==> config.mk <==
export PLATFORM = sky130hd
export DESIGN_NAME = polar_sc_unrolled
export DESIGN_NICKNAME = d
export VERILOG_FILES = /design/src/rtl/polar_pkg.sv /design/src/rtl/polar_f_vec.sv /design/src/rtl/polar_g_vec.sv /design/src/rtl/polar_rep.sv /design/src/rtl/polar_spc.sv /design/src/rtl/polar_sc_unrolled.sv
export SDC_FILE = /design/constraint.sdc
export NUM_CORES = 1
export LEC_CHECK = 0
export BUFFER_PORTS_ARGS = -buffer_cell sky130_fd_sc_hd__buf_4
export CAP_MARGIN = 20
export CORE_AREA = 2 2 214 216
export CTS_BUF_LIST = sky130_fd_sc_hd__clkbuf_16
export CTS_CLUSTER_SIZE = 28
export DETAILED_ROUTE_END_ITERATION = 10
export DIE_AREA = 0 0 216 218
export GPL_ROUTABILITY_DRIVEN = 0
export PLACE_DENSITY = 0.75
export SETUP_SLACK_MARGIN = 0.02
export SLEW_MARGIN = 10
export SYNTH_ARGS = -nofsm -noshare
export SYNTH_HDL_FRONTEND = slang
export SYNTH_SLANG_ARGS = --single-unit
export TNS_END_PERCENT = 1
==> constraint.sdc <==
create_clock -name clk -period 11.8 [get_ports clk]
set_input_delay 2.36 -clock clk [delete_from_list [all_inputs] [get_ports clk]]
set_output_delay 2.36 -clock clk [all_outputs]
set_load 0.01 [all_outputs]
==> src/rtl/polar_pkg.sv <==
package polar_pkg;
  localparam int CW_N = 16;
  localparam int PIPE_LAT = 7;
  localparam logic [CW_N-1:0] FROZEN_MASK = 16'h017F;

  // Length-4 polar transform (self-inverse): word = (left ^ right, right)
  function automatic logic [3:0] polar_xform4(input logic [3:0] b);
    logic [3:0] t;
    t = b;
    t[0] = t[0] ^ t[1];
    t[2] = t[2] ^ t[3];
    t[0] = t[0] ^ t[2];
    t[1] = t[1] ^ t[3];
    return t;
  endfunction
endpackage

==> src/rtl/polar_f_vec.sv <==
module polar_f_vec #(
  parameter int W = 6,
  parameter int LANES = 8
) (
  input  logic [LANES*W-1:0] a_i,
  input  logic [LANES*W-1:0] b_i,
  output logic [LANES*W-1:0] y_o
);
  localparam int EW = W + 2;
  localparam logic signed [EW-1:0] HI_E = EW'(2 ** (W - 1) - 1);
  localparam logic signed [EW-1:0] LO_E = -EW'(2 ** (W - 1));

  for (genvar k = 0; k < LANES; k++) begin : g_lane
    logic signed [EW-1:0] ea, eb, ma, mb, m, r;
    logic [W-1:0] y;
    always_comb begin
      ea = EW'($signed(a_i[k*W +: W]));
      eb = EW'($signed(b_i[k*W +: W]));
      ma = ea[EW-1] ? -ea : ea;
      mb = eb[EW-1] ? -eb : eb;
      m  = (ma < mb) ? ma : mb;
      r  = (ea[EW-1] ^ eb[EW-1]) ? -m : m;
      if (r > HI_E)      y = HI_E[W-1:0];
      else if (r < LO_E) y = LO_E[W-1:0];
      else               y = r[W-1:0];
    end
    assign y_o[k*W +: W] = y;
  end
endmodule

==> src/rtl/polar_g_vec.sv <==
module polar_g_vec #(
  parameter int W = 6,
  parameter int LANES = 8
) (
  input  logic [LANES*W-1:0] a_i,
  input  logic [LANES*W-1:0] b_i,
  input  logic [LANES-1:0]   u_i,
  output logic [LANES*W-1:0] y_o
);
  localparam int EW = W + 2;
  localparam logic signed [EW-1:0] HI_E = EW'(2 ** (W - 1) - 1);
  localparam logic signed [EW-1:0] LO_E = -EW'(2 ** (W - 1));

  for (genvar k = 0; k < LANES; k++) begin : g_lane
    logic signed [EW-1:0] ea, eb, r;
    logic [W-1:0] y;
    always_comb begin
      ea = EW'($signed(a_i[k*W +: W]));
      eb = EW'($signed(b_i[k*W +: W]));
      r  = u_i[k] ? (eb - ea) : (eb + ea);
      if (r > HI_E)      y = HI_E[W-1:0];
      else if (r < LO_E) y = LO_E[W-1:0];
      else               y = r[W-1:0];
    end
    assign y_o[k*W +: W] = y;
  end
endmodule

==> src/rtl/polar_rep.sv <==
module polar_rep #(
  parameter int W = 6,
  parameter int LEN = 4
) (
  input  logic [LEN*W-1:0] llr_i,
  output logic             bit_o
);
  localparam int SW = W + $clog2(LEN) + 1;
  logic signed [SW-1:0] acc;

  always_comb begin
    acc = '0;
    for (int j = 0; j < LEN; j++) acc = acc + SW'($signed(llr_i[j*W +: W]));
    bit_o = acc[SW-1];
  end
endmodule

==> src/rtl/polar_spc.sv <==
module polar_spc #(
  parameter int W = 6,
  parameter int LEN = 4
) (
  input  logic [LEN*W-1:0] llr_i,
  output logic [LEN-1:0]   beta_o
);
  localparam int IW = $clog2(LEN);
  logic [LEN-1:0] hard;
  logic [W:0]     mag [LEN];
  logic [W:0]     best_mag;
  logic [IW-1:0]  best;
  logic           odd;

  for (genvar k = 0; k < LEN; k++) begin : g_lane
    logic signed [W:0] e;
    assign e       = (W + 1)'($signed(llr_i[k*W +: W]));
    assign hard[k] = e[W];
    assign mag[k]  = e[W] ? -e : e;
  end

  always_comb begin
    odd      = ^hard;
    best     = '0;
    best_mag = mag[0];
    for (int j = 1; j < LEN; j++) begin
      if (mag[j] < best_mag) begin
        best_mag = mag[j];
        best     = IW'(j);
      end
    end
    beta_o = hard;
    if (odd) beta_o[best] = ~hard[best];
  end
endmodule

==> src/rtl/polar_sc_unrolled.sv <==
module polar_sc_unrolled
  import polar_pkg::*;
#(
  parameter int LLR_W = 6
) (
  input  logic                    clk,
  input  logic                    rst,
  input  logic                    in_valid,
  input  logic [CW_N*LLR_W-1:0]   in_llr,
  output logic                    out_valid,
  output logic [CW_N-1:0]         out_bits
);
  localparam int H = CW_N / 2;
  localparam int Q = CW_N / 4;

  // stage 1: root f -> left-half LLRs
  logic [H*LLR_W-1:0] s1_l8, p1_l8;
  logic [CW_N*LLR_W-1:0] p1_root, p2_root, p3_root;
  logic p1_v, p2_v, p3_v, p4_v, p5_v, p6_v;

  polar_f_vec #(.W(LLR_W), .LANES(H)) u_root_f (
    .a_i(in_llr[0 +: H*LLR_W]), .b_i(in_llr[H*LLR_W +: H*LLR_W]), .y_o(s1_l8));

  // stage 2: frozen first quarter merged, g with zero partial sums
  logic [Q*LLR_W-1:0] s2_b4, p2_b4;
  polar_g_vec #(.W(LLR_W), .LANES(Q)) u_l8_g (
    .a_i(p1_l8[0 +: Q*LLR_W]), .b_i(p1_l8[Q*LLR_W +: Q*LLR_W]),
    .u_i({Q{1'b0}}), .y_o(s2_b4));

  // stage 3: repetition node
  logic s3_rb, p3_rb, p4_rb, p5_rb, p6_rb;
  polar_rep #(.W(LLR_W), .LEN(Q)) u_rep (.llr_i(p2_b4), .bit_o(s3_rb));

  // stage 4: root g, left partial sums all equal the repetition bit
  logic [H*LLR_W-1:0] s4_r8, p4_r8, p5_r8, p6_r8;
  polar_g_vec #(.W(LLR_W), .LANES(H)) u_root_g (
    .a_i(p3_root[0 +: H*LLR_W]), .b_i(p3_root[H*LLR_W +: H*LLR_W]),
    .u_i({H{p3_rb}}), .y_o(s4_r8));

  // stage 5: right-half f
  logic [Q*LLR_W-1:0] s5_c4, p5_c4;
  polar_f_vec #(.W(LLR_W), .LANES(Q)) u_r8_f (
    .a_i(p4_r8[0 +: Q*LLR_W]), .b_i(p4_r8[Q*LLR_W +: Q*LLR_W]), .y_o(s5_c4));

  // stage 6: single-parity-check node
  logic [Q-1:0] s6_bc, p6_bc;
  polar_spc #(.W(LLR_W), .LEN(Q)) u_spc (.llr_i(p5_c4), .beta_o(s6_bc));

  // stage 7: right-half g with rate-1 quarter merged as hard decisions
  logic [Q*LLR_W-1:0] s7_d4;
  logic [Q-1:0]       s7_bd;
  logic [CW_N-1:0]    s7_u;
  polar_g_vec #(.W(LLR_W), .LANES(Q)) u_r8_g (
    .a_i(p6_r8[0 +: Q*LLR_W]), .b_i(p6_r8[Q*LLR_W +: Q*LLR_W]),
    .u_i(p6_bc), .y_o(s7_d4));

  for (genvar j = 0; j < Q; j++) begin : g_hard
    assign s7_bd[j] = $signed(s7_d4[j*LLR_W +: LLR_W]) < 0;
  end

  assign s7_u = {polar_xform4(s7_bd), polar_xform4(p6_bc), p6_rb, 7'b0};

  always_ff @(posedge clk) begin
    if (rst) begin
      {p1_v, p2_v, p3_v, p4_v, p5_v, p6_v} <= '0;
      out_valid <= 1'b0;
      out_bits  <= '0;
    end else begin
      p1_v <= in_valid;
      p2_v <= p1_v;
      p3_v <= p2_v;
      p4_v <= p3_v;
      p5_v <= p4_v;
      p6_v <= p5_v;
      out_valid <= p6_v;
      if (p6_v) out_bits <= s7_u;
    end
  end

  always_ff @(posedge clk) begin
    p1_root <= in_llr;  p1_l8 <= s1_l8;
    p2_root <= p1_root; p2_b4 <= s2_b4;
    p3_root <= p2_root; p3_rb <= s3_rb;
    p4_rb   <= p3_rb;   p4_r8 <= s4_r8;
    p5_rb   <= p4_rb;   p5_r8 <= p4_r8; p5_c4 <= s5_c4;
    p6_rb   <= p5_rb;   p6_r8 <= p5_r8; p6_bc <= s6_bc;
  end
endmodule

== Yosys cells after proc, flatten, opt, wreduce, memory -nomap -nowiden ==
Index checks and enable logic that the tools add are counted.

* Bitwise logic cells: 21
* Muxes and demuxes: 107
* $add $sub $neg: 71
* $lt $le $gt $ge: 77
* Reduce and logical (&&, ||, !) cells: 2

{| class="wikitable"
|+ Operators by type and width
! kind !! number
|-
| 2-to-1 mux 8 bit || 60
|-
| greater-than comparator 8 x 6 -> 1 bit, second input constant || 28
|-
| < comparator 8 x 6 -> 1 bit, second input constant || 28
|-
| 2-to-1 mux 6 bit || 32
|-
| negator 6 -> 8 bit || 24
|-
| adder 6 x 6 -> 7 bit || 17
|-
| < comparator 8 bit || 12
|-
| negator 8 bit || 12
|-
| subtractor 6 x 6 -> 7 bit || 12
|-
| 2-to-1 mux 7 bit || 6
|-
| negator 6 -> 7 bit || 4
|-
| < comparator 6 x 1 -> 1 bit, second input constant || 4
|-
| < comparator 7 bit || 3
|-
| bitwise XOR 1 bit || 20
|-
| adder 9 x 6 -> 9 bit || 1
|-
| adder 7 x 6 -> 8 bit || 1
|-
| bitwise mux 4 bit || 1
|-
| 2-to-1 mux 2 bit || 2
|-
| 2-to-1 mux 4 bit || 1
|-
| parity 4 bit || 1
|-
| < comparator 2 x 3 -> 1 bit, second input constant || 1
|-
| 2-to-1 mux 1 bit || 3
|-
| binary-select mux 1 bit (select 2 bit) || 1
|-
| demux 1 bit (select 2 bit) || 1
|-
| 3 further kinds || 3
|}

* Bits in registers: 552
* Input port bits: 99
* Output and inout port bits: 17
* Logic and storage cells: 320

== Depth between registers and ports, before layout ==
Gate-level depths: netlist of run 1.

* Depth in word-level cells: 14
* Depth in mapped cells: 30
* Gate-level depth less buffers: 28

== By module ==
From an unflattened synthesis of run 1, not the netlist that was laid out.

* Cells, all modules: 3072
* Area total of the unflattened synthesis: 29278.1 µm²

{| class="wikitable"
|+ Modules (own cells, without submodules)
! module !! area an instance (µm²) !! times used !! seq. area each (µm²) !! cells each
|-
| polar_sc_unrolled || 11372.2 || 1 || 11050.6 || 596
|-
| polar_f_vec (u_root_f) || 5637.9 || 1 || 0.0 || 837
|-
| polar_g_vec (u_l8_g ...) || 1923.1 || 2 || 0.0 || 244
|-
| polar_g_vec (u_root_g) || 3709.8 || 1 || 0.0 || 488
|-
| polar_f_vec (u_r8_f) || 3129.3 || 1 || 0.0 || 454
|-
| polar_spc || 1113.6 || 1 || 0.0 || 158
|-
| polar_rep || 469.2 || 1 || 0.0 || 51
|}

== Worst setup path after synthesis of run 1 ==
No wires, ideal clock.

* Kind: input port to flip-flop
* Start point: in in_llr[30]
* End point: reg p1_l8[34]
* Path buffers: 1
* Arrival time: 5.684 ns
* Setup slack: 5.984 ns
* Required time: 11.667 ns
* Stages on the path: 19
* Library setup time: 0.133 ns
* Cells stage by stage: inv_1 > ha_1 > nand2b_1 > xnor2_1 > ha_1 > o21ai_0 > o21ai_1 > o2111ai_1 > a21oi_4 > clkbuf_1 > mux2i_1 > ha_1 > inv_1 > or4_1 > nor2_1 > o31ai_4 > nand4_1 > o21a_1 > o211ai_1

* Longest elaborated chain between the ends: 8
* Elaborated cells between the ends (all ways): 9
* Classes of those cells: 2 x add/sub; 3 x order compare; 4 x mux

{| class="wikitable"
|+ RTL lines
! element !! RTL line !! RTL
|-
| start: declaration || polar_sc_unrolled.sv:9 || <nowiki>input logic [CW_N*LLR_W-1:0] in_llr,</nowiki>
|-
| negator 6 -> 8 bit || polar_f_vec.sv:19 || <nowiki>ma = ea[EW-1] ? -ea : ea;</nowiki>
|-
| 2-to-1 mux 8 bit * || polar_f_vec.sv:19 ||
|-
| < comparator 8 bit || polar_f_vec.sv:21 || <nowiki>m = (ma < mb) ? ma : mb;</nowiki>
|-
| 2-to-1 mux 8 bit * || polar_f_vec.sv:21 ||
|-
| negator 8 bit || polar_f_vec.sv:22 || <nowiki>r = (ea[EW-1] ^ eb[EW-1]) ? -m : m;</nowiki>
|-
| 2-to-1 mux 8 bit * || polar_f_vec.sv:22 ||
|-
| < comparator 8 x 6 -> 1 bit || polar_f_vec.sv:24 || <nowiki>else if (r < LO_E) y = LO_E[W-1:0];</nowiki>
|-
| 2-to-1 mux 6 bit || polar_f_vec.sv:24 ||
|-
| end signal: assignment || polar_sc_unrolled.sv:81 || <nowiki>p1_root <= in_llr; p1_l8 <= s1_l8;</nowiki>
|-
| end: declaration || polar_sc_unrolled.sv:17 || <nowiki>logic [H*LLR_W-1:0] s1_l8, p1_l8;</nowiki>
|}

Every way passes the cells marked *; elsewhere a longest branch is shown, timed or not.
A chain may end at the register's enable or synchronous reset.

== Final worst setup path of run 1 ==
Ends and elaborated chain as after synthesis.

==> results of run 1 <==
## state kept, by name (all words and copies together), names as in the netlist, 4 cells and up
signal / cells
p5_r8: 48
p5_c4: 24
p2_root: 96
p6_r8: 48
p2_b4: 24
p1_l8: 48
p4_r8: 48
p3_root: 96
out_bits: 9
p1_root: 96
p6_bc: 4
## stage by stage
stage               area [um2]   util  total power [mW]
floorplan                26000      -              5.96
global placement         27300  0.607              6.66
detailed placement       27300  0.607              6.88
CTS                      29100  0.648              8.65
global route             29100  0.648              9.37
finish                   29100  0.648              8.61
## per-layer routing
metal / routed length, um / up-vias / global-route usage
met3: 1880 / 103 / 0.0272
met2: 24400 / 407 / 0.383
met5: 0 / - / 0
met4: 1090 / 0 / 0.0669
li1: - / 9584 / -
met1: 21100 / 8729 / 0.245
## worst max-delay path by stage
stage                         from                    to  slack (ps)  cells after the start
3_5_place_dp            in_llr[30]  p1_l8[34]$_SDFF_PN1_        5560                     19
6_report                in_llr[30]  p1_l8[34]$_SDFF_PN1_        6020                     19
2_1_floorplan           in_llr[30]  p1_l8[34]$_SDFF_PN1_        5980                     19
3_3_place_gp            in_llr[30]  p1_l8[34]$_SDFF_PN1_        5770                     19
5_1_grt        p5_c4[6]$_SDFF_PN1_      p6_bc[1]$_DFF_P_        5680                     26
4_1_cts                 in_llr[30]  p1_l8[34]$_SDFF_PN1_        6130                     19
## synthesized netlist by cell type, types with 49 or more instances
master | n | share of area
o21ai_0 | 119 | 0.023
a21oi_1 | 177 | 0.034
ha_1 | 260 | 0.13
dfxtp_1 | 552 | 0.43
nor2_1 | 173 | 0.025
mux2i_1 | 63 | 0.024
xnor2_1 | 178 | 0.061
nor2b_1 | 49 | 0.012
inv_1 | 195 | 0.028
nor3_1 | 59 | 0.011
nand3_1 | 53 | 0.010
nand2b_1 | 56 | 0.014
xor2_1 | 69 | 0.023
nand2_1 | 169 | 0.025
## cells by family after synthesis
group	Yosys count	share of synthesized area
AND/OR/NAND/NOR	689	0.134
AO/OA/AOI/OAI	567	0.138
flip-flops	552	0.429
adder cells (fa/ha/maj)	279	0.141
buffers and inverters	254	0.0398
XOR/XNOR	247	0.0840
multiplexers	86	0.0345
other	2	0.000292
## placed cells by master, fill, tap and decap left out, drive strengths merged, types with 15 or more instances in the layout
| cell | instances |
|---|---|
| ha | 260 |
| nand4 | 15 |
| or3 | 15 |
| clkbuf | 55 |
| dfxtp | 552 |
| nor3 | 59 |
| a31oi | 32 |
| clkinv | 21 |
| conb | 61 |
| inv | 208 |
| nand2 | 169 |
| fa | 19 |
| o211ai | 22 |
| nor2b | 49 |
| nor2 | 174 |
| nor4b | 19 |
| a211oi | 31 |
| a21o | 45 |
| a21oi | 181 |
| o21ai | 143 |
| buf | 109 |
| mux2i | 63 |
| xor2 | 69 |
| o31ai | 31 |
| nand3 | 53 |
| xnor2 | 178 |
| mux2 | 23 |
| nand2b | 56 |
## worst register-to-register path, cell delays in order (launching register included)
cell      delay (ps)
dfxtp_1          440
inv_1             90
ha_1             200
nor2b_1          140
xnor2_1          150
inv_1             90
ha_1             310
a21oi_1          120
o21ai_1           80
a31oi_1          270
o21ai_2          210
o21ai_0          320
ha_1             290
o21ai_0          170
a21oi_1          110
or3_1            400
o21a_1           220
o21ai_0          320
ha_1             310
a21o_1           200
a21o_1           180
a221oi_1         300
o31ai_1          210
and4b_1          280
xor2_1           140
## final cells by class
| cell class | count | area, um2 |
|---|---|---|
| inverters | 196 | 736 |
| clock inverters | 43 | 438 |
| well taps | 600 | 751 |
| clock buffers | 55 | 1380 |
| multi-input cells | 1929 | 13900 |
| repair buffers | 109 | 818 |
| flip-flops and latches | 552 | 11100 |
| fillers | 3613 | 15800 |
## power groups by stage
| stage | sequential (mW) | combinational (mW) | clock (mW) |
|---|---|---|---|
| after floorplan | 2.60 | 3.36 | 0 |
| after global placement | 2.75 | 3.91 | 0 |
| after detailed placement | 2.76 | 4.11 | 0 |
| after CTS | 2.73 | 4.16 | 1.76 |
| after global routing | 2.79 | 4.74 | 1.85 |
| final | 2.73 | 4.16 | 1.72 |
==> results.toml, run 1 <==
[clock_tree]
htree_num_levels = 2
clk_pin_slew_worst_paths_ps = 70
ctsResizeCount = 0
cts_inserted_buffers = 53
cts_tree = "built"
post_cts_buffers = 0
clockBufferDepth = 3
cts_hold_buffers = 0
clock_latency_ps = 590
clkSinkCount = 552
root_buffer = "clkbuf_16"

[pwr]
swShare = 0.391
p_int_mw = 5.25
leakage_nw = 13.1
cellPowerDensity_nw_per_um2 = 296
power_frac_seq = 0.317
power.share.combinational = 0.484
ir_drop_mv = 0.170
clock_power_share = 0.200
p_sw_mw = 3.37

[worst_setup_path]
startpoint_type = "input port"
cp_common_cell = "ha_1"
cpPeakStageDelay_ps = 520
critical_path_buf_inv_count = 3
path_delay_family = "compound AO/OA/AOI/OAI gates"
r2r-end = "p6_bc[1]$_DFF_P_"
cp.arrival_ps = 6240
rr_startpoint = "p5_c4[6]$_SDFF_PN1_"
r2r_cells = 24
crit_path_end_kind = "flop"
critical_path.cell_chain = "buf_4 -> inv_1 -> ha_1 -> nand2b_1 -> xnor2_1 -> ha_1 -> o21ai_0 -> o21ai_1 -> o2111ai_1 -> a21oi_4 -> mux2i_1 -> ha_1 -> inv_1 -> or4_1 -> nor2_1 -> o31ai_4 -> nand4_1 -> o21a_1 -> o211ai_1"
ff2ff_setup_slack_ps = 6140
crit_required_ps = 12260
path_class = "input port to flop"
cp_slowest_cell = "or4_1"
cp_max_fo = 18

[synth]
syn_inst = 2676
yosys.cell_types.count = 79
synth_seq_area_share = 0.429
yosysWarningCount = 0
synth_ff_type = "dfxtp_1"
synth-edff-count = 0
syn_area_um2 = 25800
synth-seq-cells = 552
synth_area_per_cell_um2 = 9.63
synthArstFlopShare = 0

[grt]
grt_pass1_vias = 18700
grt_pass1_wl_mm = 83.0
antenna_found_initial = 0
grt_usage = 0.206
grt_overflow_total = 0
grt_max_degree = 43

[worst_hold_path]
holdCritStartpoint = "p5_r8[28]$_DFF_P_"
hold_path.class = "flop to flop"
hold_depth = 0
hold_path_end = "p6_r8[28]$_DFF_P_"

[routing]
detail-route-antenna-nets = 0
firstDrtPassIters = 7
drc = 0
drt-total-wl_mm = 48.5
wl_per_cell_um = 13.9
num_vias = 18800
drt_iter0_drc = 1121
vias_per_cell = 5.40

[layout]
synthToLayoutAreaGrowth_pct = 12.9
final_cells = 3484
nets = 3219
diodes = 0
drive_above_1_share = 0.0839

[place]
place_hpwl_mm = 37.1
pre_cts_slack_ps = 5560
numPortBuffers = 108
dp_cells = 3386

[floorplanning]
rows = 78
die_area_um2 = 47100
core_area_um2 = 44900
initial_utilization = 0.574
io_pins = 116
die_h_um = 218
dieWidth_um = 216

[run]
cap_violations = 0

[status]
outcome = "completed"

[timing]
drv_slew = 0
tightest_slew_ps = 882
layout_setup_ws_ps = 6020
rsz0062_at_grt = "no"
hold_viol = 0
setup_tns_ps = 0
period_needed_ps = 5780
hold_ws_ps = 310
fin_skew_ps = 16.0
slew_headroom = 0.411
period_share = 0.490
timing.fmax_ghz = 0.173
setup_violations = 0
Note: power is estimated with default switching activity, not from simulation.
==> run 2: changes to the inputs <==
Settings changed: CORE_AREA 2 2 214 216 to 2 2 218 220, DIE_AREA 0 0 216 218 to 0 0 220 222, PLACE_DENSITY 0.75 to 0.76.
Clock period 11.8 ns to 5.1 ns, I/O delays scaled along.
==> results.toml, run 2 (synthesis results as in run 1) <==
[worst_setup_path]
cp_slowest_cell = "dfxtp_1"
cp.arrival_ps = 5850
crit_required_ps = 5570
cpPeakStageDelay_ps = 360
cp_common_cell = "nand2_1"
startpoint_type = "flop"
r2r_cells = 28
crit_path_end_kind = "flop"
path_class = "flop to flop"
cp_max_fo = 5

[timing]
rsz0062_at_grt = "yes"
period_share = 1.06
tightest_slew_ps = 977
hold_ws_ps = 310
fin_skew_ps = 16.6
layout_setup_ws_ps = -283
setup_violations = 4
hold_viol = 0
setup_tns_ps = -1060
period_needed_ps = 5380
slew_headroom = 0.339
timing.fmax_ghz = 0.186
drv_slew = 0

[layout]
mostFrequentLayoutCells = "548 x dfxtp_1, 254 x ha_1, 203 x inv_1"
multi_input_area_um2 = 14200
reg.largest.list = "p1_root (96), p2_root (96), p3_root (96)"
nFillCells = 3668
drive_above_1_share = 0.111
diodes = 0
final_cells = 3521
final_common_cell = "dfxtp_1"
regArea_um2 = 11100
nets = 3253
synthToLayoutAreaGrowth_pct = 14.6
final_util = 0.638
finalInstanceArea_um2 = 29500

[pwr]
ir_drop_mv = 0.411
leakage_nw = 13.3
cellPowerDensity_nw_per_um2 = 714
finalPower_mw = 21.1

[status]
violations = "negative setup slack"
outcome = "complete, but fails checks"

[clock_tree]
cts_inserted_buffers = 53
cts_hold_buffers = 0
root_buffer = "clkbuf_16"
htree_num_levels = 2
clockBufferDepth = 3
cts_tree = "built"
clkSinkCount = 552
clk_pin_slew_worst_paths_ps = 60
clock_latency_ps = 590

[grt]
grt_pass1_wl_mm = 84.2
grt_overflow_total = 0
grt_usage = 0.204
grt_pass1_vias = 18800
antenna_found_initial = 0
grt_max_degree = 43

[routing]
firstDrtPassIters = 6
vias_per_cell = 5.42
drt_iter0_drc = 1300
num_vias = 19100
drt-total-wl_mm = 51.0
wl_per_cell_um = 14.5
drc = 0
detail-route-antenna-nets = 0

[floorplanning]
initial_utilization = 0.557
dieWidth_um = 220
core_area_um2 = 46300
io_pins = 116
die_area_um2 = 48800
die_h_um = 222
rows = 79

[place]
placed_cell_area_um2 = 27400
dp_cells = 3407
place_hpwl_mm = 37.6
pre_cts_slack_ps = -263
numPortBuffers = 108

[worst_hold_path]
hold_path.class = "flop to flop"
hold_depth = 0

[run]
cap_violations = 0
==> run 2: cell count changes in the layout (fill, tap and decap cells not counted), sizes merged <==
cell	change
o21ai	+1
clkbuf	-2
inv	+2
o21a	+1
clkinvlp	+4
buf	+32
clkinv	-5
bufinv	-3
==> run 2: path summary, 6_finish.rpt <==
path / start / to / slack, ps
max: p5_c4[8]$_SDFF_PN1_ / p6_bc[1]$_DFF_P_ / -280
min: p5_r8[12]$_DFF_P_ / p6_r8[12]$_DFF_P_ / 310
max reg2reg: p5_c4[8]$_SDFF_PN1_ / p6_bc[1]$_DFF_P_ / -280
min reg2reg: p5_r8[12]$_DFF_P_ / p6_r8[12]$_DFF_P_ / 310
==> run 2: area by class of cell <==
type | count | share of cell area
clock buffer | 53 | 0.0449
clock inverter | 41 | 0.0117
timing repair buffer | 141 | 0.0364
multi-input combinational | 1931 | 0.482
tap | 607 | 0.0257
inverter | 196 | 0.0250
sequential | 552 | 0.375
==> run 2: metal layers <==
layer / up-vias / routed length [um] / share of wire / GRT usage
met5: - / 0 / 0 / 0
met4: 0 / 1680 / 0.033 / 0.0756
met3: 138 / 1990 / 0.039 / 0.0240
met2: 478 / 25700 / 0.50 / 0.369
met1: 8846 / 21600 / 0.42 / 0.245
li1: 9631 / - / - / -
==> run 2: worst max-delay path, delay by kind of cell (launching register included) <==
| family | cells | cell delay, ps |
|---|---|---|
| AOI/OAI and AO/OA | 10 | 2060 |
| adders and majority gates | 3 | 750 |
| DFF | 1 | 360 |
| buffers and inverters | 2 | 240 |
| xor gates and xnor gates | 2 | 340 |
| and+or+nand+nor | 11 | 1490 |
==> run 2: report_power, final <==
group	internal [mW]	switching, mW	total (mW)	leakage [nW]
clock	2.15	1.59	3.74	0.850
sequential	5.48	0.835	6.32	4.65
combinational	5.01	6.03	11.0	7.77
total	12.6	8.46	21.1	13.3
==> run 2: timing repair <==
action / in CTS / in global routing
resized for setup: 17 / 62
cloned: 1 / 1
pin swaps: 3 / 35
buffers inserted: 1 / 17
setup endpoints to repair: 4 / 4
==> run 3: changes to the inputs <==
Settings changed: SKIP_CTS_REPAIR_TIMING set to 1.
==> results.toml, run 3 (synthesis results as in run 1) <==
[layout]
finalInstanceArea_um2 = 29200
diodes = 0
nets = 3236
final_common_cell = "dfxtp_1"
synthToLayoutAreaGrowth_pct = 13.5
mostFrequentLayoutCells = "548 x dfxtp_1, 256 x ha_1, 206 x inv_1"
reg.largest.list = "p1_root (96), p2_root (96), p3_root (96)"
drive_above_1_share = 0.0980
final_util = 0.632

[floorplanning]
die_area_um2 = 48800
core_area_um2 = 46300
die_h_um = 222
initial_utilization = 0.557
io_pins = 116
dieWidth_um = 220
rows = 79

[routing]
drc = 0
wl_per_cell_um = 14.2
num_vias = 18900
detail-route-antenna-nets = 0
firstDrtPassIters = 5
drt_iter0_drc = 1112
drt-total-wl_mm = 49.7
vias_per_cell = 5.38

[timing]
timing.fmax_ghz = 0.196
setup_violations = 0
rsz0062_at_grt = "yes"
slew_headroom = 0.374
drv_slew = 0
hold_viol = 0
period_share = 0.998
period_needed_ps = 5090
tightest_slew_ps = 938
fin_skew_ps = 17.1

[place]
numPortBuffers = 108
placed_cell_area_um2 = 27400
place_hpwl_mm = 37.6

[pwr]
ir_drop_mv = 0.376
cellPowerDensity_nw_per_um2 = 694
finalPower_mw = 20.3
leakage_nw = 13.2

[clock_tree]
cts_tree = "built"
clkSinkCount = 552
cts_inserted_buffers = 53
clock_latency_ps = 590
clockBufferDepth = 3
htree_num_levels = 2
clk_pin_slew_worst_paths_ps = 60
root_buffer = "clkbuf_16"

[worst_setup_path]
startpoint_type = "flop"
path_class = "flop to flop"
cp.arrival_ps = 5560
crit_path_end_kind = "flop"
rr_startpoint = "p5_c4[6]$_SDFF_PN1_"
crit_required_ps = 5570
r2r_cells = 26
ff2ff_setup_slack_ps = 10
cp_max_fo = 10
r2r-end = "p6_bc[1]$_DFF_P_"

[worst_hold_path]
hold_path.class = "flop to flop"
holdCritStartpoint = "p5_r8[3]$_DFF_P_"
hold_path_end = "p6_r8[3]$_DFF_P_"
hold_depth = 0

[grt]
grt_pass1_wl_mm = 83.8
antenna_found_initial = 0
grt_overflow_total = 0
grt_usage = 0.202
grt_max_degree = 43
grt_pass1_vias = 18800

[run]
cap_violations = 0

[status]
outcome = "completed"
==> run 3: cell count changes in the layout (fill, tap and decap cells not counted), sizes merged <==
cell / previous run / this run
buf: 141 / 125
o21a: 15 / 14
==> run 3: routing by layer <==
metal  track usage  vias up  wire [um]
met5             0        -          0
met4        0.0740        0       1340
met3        0.0247      106       1770
met2         0.366      410      25100
met1         0.244     8743      21500
li1              -     9593          -
==> run 3: through the flow <==
step | setup slack [ps] | std cells | hold slack [ps] | setup TNS [ps]
final | 9.66 | 3504 | 313 | 0
after global routing | -291 | 3504 | 320 | -1090
after CTS | -278 | 3501 | 318 | -985
after detailed placement | -263 | 3407 | 312 | -918
after global placement | 56.0 | 3407 | 311 | 0
after floorplan | 104 | 2735 | 310 | 0
==> run 3: layout make-up <==
type,instances,area (um2)
inverters,196,736
well taps,607,759
clock buffers,53,1330
fillers,3719,17000
multi-input cells,1930,14100
clock inverters,41,345
flip-flops and latches,552,11100
repair buffers,125,938
==> run 3: critical path, cell delays in order (launching register included) <==
cell	delay [ps]
dfxtp_2	330
inv_1	60
ha_1	280
nand2_1	60
o21ai_0	160
ha_1	370
nand2_1	80
o21ai_2	160
a31oi_4	140
o21ai_4	290
nand2_2	90
o21ai_2	110
ha_4	240
a211oi_2	220
nor2_2	90
or3_4	360
o21a_4	160
nand2_1	70
o21ai_1	60
ha_1	300
a211o_1	330
nor3_2	120
nor2_1	80
a221oi_2	290
o31ai_2	150
and4b_1	250
xor2_1	140
==> run 3: power by group <==
| part | switching (mW) | internal, mW |
|---|---|---|
| clock | 1.59 | 2.15 |
| combinational | 5.65 | 4.60 |
| sequential | 0.822 | 5.48 |
==> run 3: how the worst max path moves through the flow <==
stage | from | to | slack (ps) | cells past startpoint
final | p5_c4[6]$_SDFF_PN1_ | p6_bc[1]$_DFF_P_ | 10 | 26
after global routing | p5_c4[6]$_SDFF_PN1_ | p6_bc[0]$_DFF_P_ | -290 | 28
after CTS | p5_c4[6]$_SDFF_PN1_ | p6_bc[1]$_DFF_P_ | -280 | 26
after detailed placement | p5_c4[7]$_SDFF_PN1_ | p6_bc[1]$_DFF_P_ | -260 | 26
after global placement | p5_c4[7]$_SDFF_PN1_ | p6_bc[1]$_DFF_P_ | 60 | 26
after floorplan | p5_c4[6]$_SDFF_PN1_ | p6_bc[1]$_DFF_P_ | 100 | 28
